File: config.mk
export PLATFORM = sky130hd
export DESIGN_NAME = reconf_seq
export DESIGN_NICKNAME = d
export VERILOG_FILES = /design/src/rtl/reconf_seq.sv
export SDC_FILE = /design/constraint.sdc
export NUM_CORES = 1
export LEC_CHECK = 0
export CORE_MARGIN = 2
export CORE_UTILIZATION = 35
export DETAILED_ROUTE_END_ITERATION = 16
export DONT_BUFFER_PORTS = 1
export HOLD_SLACK_MARGIN = 0.02
export PLACE_DENSITY = 0.5
export SYNTH_ARGS = -nofsm -noshare
export SYNTH_HDL_FRONTEND = slang
export SYNTH_SLANG_ARGS = --single-unit
File: constraint.sdc
create_clock -name clk -period 4.35 [get_ports clk]
set_input_delay 1.0875 -clock clk [delete_from_list [all_inputs] [get_ports clk]]
set_output_delay 1.0875 -clock clk [all_outputs]
set_load 0.05 [all_outputs]
File: src/rtl/reconf_seq.sv
module reconf_seq #(
  parameter int ADDR_W = 19,
  parameter int DATA_W = 32,
  parameter int PROF_W = 6,
  parameter int GAP_W  = 8,
  parameter int TMO_W  = 12,
  parameter int GO_BIT = 7,
  parameter logic [ADDR_W-1:0] LAUNCH_ADDR = 19'h40140,
  parameter logic [ADDR_W-1:0] STATUS_ADDR = 19'h40141,
  parameter logic [ADDR_W-1:0] ATTR_ADDR   = 19'h40144,
  parameter logic [DATA_W-1:0] PMA_OFF_CODE = 32'h0000_0001
) (
  input  logic              clk,
  input  logic              rst_n,
  input  logic              req_valid,
  input  logic [PROF_W-1:0] req_profile,
  input  logic              req_pma_off,
  input  logic [GAP_W-1:0]  poll_gap,
  input  logic [TMO_W-1:0]  poll_limit,
  output logic              req_ready,
  output logic [ADDR_W-1:0] av_address,
  output logic              av_write,
  output logic              av_read,
  output logic [DATA_W-1:0] av_writedata,
  input  logic [DATA_W-1:0] av_readdata,
  input  logic              av_readdatavalid,
  input  logic              av_waitrequest,
  output logic              dig_reset,
  output logic              done,
  output logic              err
);

  typedef enum logic [3:0] {
    S_IDLE, S_ATTR, S_LAUNCH, S_RD, S_WAIT, S_GAP, S_REL, S_DONE, S_ERR
  } st_t;

  st_t               st;
  logic [PROF_W-1:0] prof;
  logic              pma;
  logic [GAP_W-1:0]  gap_r, gap_cnt;
  logic [TMO_W-1:0]  lim_r, tries;
  logic              dig;
  logic [DATA_W-1:0] launch_word;
  logic              busy, limit_hit;
  logic              unused_rd;

  assign busy      = av_readdata[0];
  assign unused_rd = ^av_readdata[DATA_W-1:1];
  assign limit_hit = (tries + 1'b1) >= lim_r;

  always_comb begin
    launch_word = '0;
    launch_word[PROF_W-1:0] = prof;
    launch_word[GO_BIT] = 1'b1;
  end

  assign req_ready    = (st == S_IDLE);
  assign av_write     = (st == S_ATTR) || (st == S_LAUNCH);
  assign av_read      = (st == S_RD);
  assign av_address   = (st == S_ATTR) ? ATTR_ADDR :
                        (st == S_LAUNCH) ? LAUNCH_ADDR : STATUS_ADDR;
  assign av_writedata = (st == S_ATTR) ? PMA_OFF_CODE :
                        (st == S_LAUNCH) ? launch_word : '0;
  assign dig_reset    = dig;
  assign done         = (st == S_DONE);
  assign err          = (st == S_ERR);

  always_ff @(posedge clk) begin
    if (!rst_n) begin
      st      <= S_IDLE;
      prof    <= '0;
      pma     <= 1'b0;
      gap_r   <= '0;
      gap_cnt <= '0;
      lim_r   <= '0;
      tries   <= '0;
      dig     <= 1'b0;
    end else begin
      case (st)
        S_IDLE: if (req_valid) begin
          prof  <= req_profile;
          pma   <= req_pma_off;
          gap_r <= poll_gap;
          lim_r <= poll_limit;
          tries <= '0;
          if (req_pma_off) begin
            dig <= 1'b1;
            st  <= S_ATTR;
          end else begin
            st  <= S_LAUNCH;
          end
        end
        S_ATTR:   if (!av_waitrequest) st <= S_LAUNCH;
        S_LAUNCH: if (!av_waitrequest) st <= S_RD;
        S_RD:     if (!av_waitrequest) st <= S_WAIT;
        S_WAIT: if (av_readdatavalid) begin
          if (!busy) begin
            dig <= 1'b0;
            st  <= pma ? S_REL : S_DONE;
          end else if (limit_hit) begin
            dig <= 1'b0;
            st  <= S_ERR;
          end else begin
            tries   <= tries + 1'b1;
            gap_cnt <= gap_r;
            st      <= (gap_r == '0) ? S_RD : S_GAP;
          end
        end
        S_GAP: begin
          gap_cnt <= gap_cnt - 1'b1;
          if (gap_cnt == 1) st <= S_RD;
        end
        S_REL:  st <= S_DONE;
        S_DONE: st <= S_IDLE;
        S_ERR:  st <= S_IDLE;
        default: st <= S_IDLE;
      endcase
    end
  end

endmodule

==> summary.md <==
| Metric | Value |
|---|---|
| Status | finished clean |
| YS warnings | 0 |
| Clock skew | 0.00583 ns |
| HPWL after DPL | 5.49 mm |
| Die H | 99.9 um |
| Post-CTS setup buffers | 0 |
| Synth-to-Final Area Change | 1.56% |
| Core Util, Final | 37.1% |
| Netlist cell types | 55 |
| Post-Place Cell Area | 3180 sq um |
| CTS tree | built |
| Final worst slack | 0.636 ns |
| Final nets | 496 |
| Final period utilization | 85.4% |
| Die X | 99.9 um |
| Top_reg_cell synth | dfxtp_1 |
| Avg Cell Area, Syn | 7.57 sq um |
| Mapped cell area | 3220 sq um |
| Post-CTS Resized | 0 |
| Post-route insts no fill | 526 |
| WHS | 0.459 ns |
| Crit Path Max Fanout | 8 |
| Power Total | 1.37 mW |
| Max Fclk | 269 MHz |
| WL/cell | 14.5 um |
| CP Launch Type | register |
| Slowest Stage Delay on Critical Path | 0.49 ns |
| Most frequent cells in the layout | nand2_1 (82), dfxtp_1 (52), conb_1 (42) |
| H-tree depth | 2 |
| Worst-Margin Slew | 1.00 ns |
| Post-Place Cells | 518 |
| Post-synth ARST share | 0% |
| Final TNS setup | 0 ns |
| Critical path's top delay family | simple AND/OR/NAND/NOR gates |
| Core area | 8810 sq um |
| Highest-delay cell along the critical path | a221o_1 |
| Drt first-iter violations | 97 |
| Pins Over Slew Limit | 0 |
| Sequential fraction of the synthesis area | 32.3% |
| IO Count | 121 |
| Final instance area | 3270 sq um |
| # setup viols final | 0 |
| Post-Synthesis Cells | 425 |
| Total number of vias | 2,723 |
| Worst-path cell chain | ha_1, inv_1, or3_1, nor2_1, xor2_1, ha_1, nand4_1, inv_1, a221oi_4, nand3_1, a221o_1, o22ai_1 |
| Post-Route WL | 7.63 mm |
| CTS root buf | clkbuf_8 |
| Max cap viols | 0 |
| Initial core utilization | 36.5% |
| First-pass GRT wire length | 12.6 mm |
| RSZ-0062 raised after global routing | false |
| Final hold vios | 0 |
| GRT Util Overall | 15.6% |
| Power density cells | 418 nW/um^2 |
| Req. time, crit path | 4.59 ns |
| Site Rows | 34 |
| Relative slew slack | 33.0% |
| Dpl ws | 0.681 ns |
| Post-route minimum period | 3.71 ns |
| Kind of critical path | register to register |
| Clk sinks | 52 |
| Share of cells above drive strength 1 | 6.22% |
| Initial antenna violation count | 0 |
| Port Buffers | 0 |
| Drt first pass iters | 4 |
| VDD IR-drop max | 242 uV |
| Mean number of vias per cell | 5.18 |
| Commonest non-fill, non-tap cell in the layout | nand2_1 |
| CP Data Arrival Time | 3.96 ns |
| Skew-Pair Late Insertion Delay | 0.31 ns |
| Worst setup EP type | register |
| Clock tree buffer depth | 2 |
| Vias in the first global route | 2,529 |
| Gr ovfl total | 0 |
| Largest net degree at the start of global routing | 34 |
| Cts hold-fix bufs | 0 |
| Post-synth EDFFs | 0 |
| Seq cells post-synth | 52 |
| Buf/Inv on CP | 2 |
| Ant diodes | 0 |
| Filler Cell Count | 941 |
| Gpl congestion | 0.894 |
| Remaining DRCs | 0 |
| CTS clock-pin slew for the worst setup and hold paths | 0.10 ns |
| Hold crit path type | register to register |
| Number of buffers created by CTS | 5 |
| Routed Antenna Nets | 0 |
| Leak | 1.28 nW |
| Die area | 9980 sq um |
metal layers:
metal	GRT usage (%)	vias to the layer above	routed length [um]
li1	-	1358	-
met1	20.8	1252	3550
met2	25.1	104	3330
met3	4.04	9	645
met4	4.00	0	106
met5	0	-	0
power by group:
| part | leakage, nW | internal [mW] | total [mW] | switching [mW] |
|---|---|---|---|---|
| logic | 0.820 | 0.121 | 0.500 | 0.378 |
| clock network | 0.0414 | 0.115 | 0.284 | 0.169 |
| registers | 0.423 | 0.522 | 0.583 | 0.0616 |
cell families after synthesis:
logic type / count (synthesis) / synth area share (%)
simple gates: 170 / 25.2
compound gates: 92 / 18.3
buf+inv: 82 / 14.8
flops: 52 / 32.3
fa+ha+maj: 15 / 5.83
xor+xnor: 10 / 2.72
other cells: 2 / 0.233
mux: 2 / 0.622
cell type report:
type / count / area (sq um) / area share (%)
clock buffer: 6 / 72.6 / 2.22
clock inverter: 2 / 16.3 / 0.498
inverter: 20 / 75.1 / 2.30
multi-input combinational: 331 / 1880 / 57.4
sequential: 52 / 1040 / 31.9
tap: 108 / 135 / 4.13
timing repair buffer: 7 / 52.6 / 1.61
cells in the mapped netlist (2+ instances only):
library cell   n  area share [%]
o22ai_1        4            0.78
dfxtp_1       52              32
nor2_1        22             2.6
and3_1         3            0.58
o21ai_1       12             1.9
buf_2          9             1.4
inv_1         19             2.2
nand3_1       20             3.1
and2_1         8             1.6
mux2i_1        2            0.62
a21oi_1       41             6.4
or3_1          4            0.78
nor4_1         3            0.58
or2_1          2            0.39
a22oi_1        2            0.47
conb_1         2            0.23
a31oi_1        2            0.39
nor3_1         8             1.2
a311oi_1       2            0.54
ha_1          15             5.8
a21o_1         2            0.47
xor2_1         3            0.82
nor2b_1        2            0.39
clkbuf_1      10             1.2
a221o_1        3            0.93
xnor2_1        7             1.9
o21ai_0        5            0.78
nor4b_1        2            0.54
o221ai_1       3            0.82
buf_4         42             9.8
or4_1          4            0.93
nand2_1       82             9.6
nand4_1        3            0.58
nand2b_1       2            0.39
nor3_2         2            0.62
a211oi_1       2            0.47
worst register-to-register path: cells and delay by family, from the launching register on:
family / cells / cell delay [ns]
compound gates: 3 / 1.13
xor+xnor: 1 / 0.21
fa+ha+maj: 2 / 0.55
buf+inv: 2 / 0.19
flops: 1 / 0.44
simple gates: 4 / 1.14
flip-flops by register name, indices dropped and copies added, names as in the netlist:
register   count
gap_r          8
st             4
prof           6
pma            1
lim_r         12
tries         12
dig_reset      1
gap_cnt        8
final timing paths:
check	cells after the start	start	slack, ns	end
worst min register to register	2	lim_r[6]$_SDFFE_PN0P_	0.46	lim_r[6]$_SDFFE_PN0P_
worst max-delay path	12	tries[0]$_SDFFE_PN0P_	0.64	gap_cnt[3]$_SDFFE_PN0P_
worst min-delay path	2	lim_r[6]$_SDFFE_PN0P_	0.46	lim_r[6]$_SDFFE_PN0P_
worst max register to register	12	tries[0]$_SDFFE_PN0P_	0.64	gap_cnt[3]$_SDFFE_PN0P_
No activity file was read; power rests on OpenSTA's default activity.
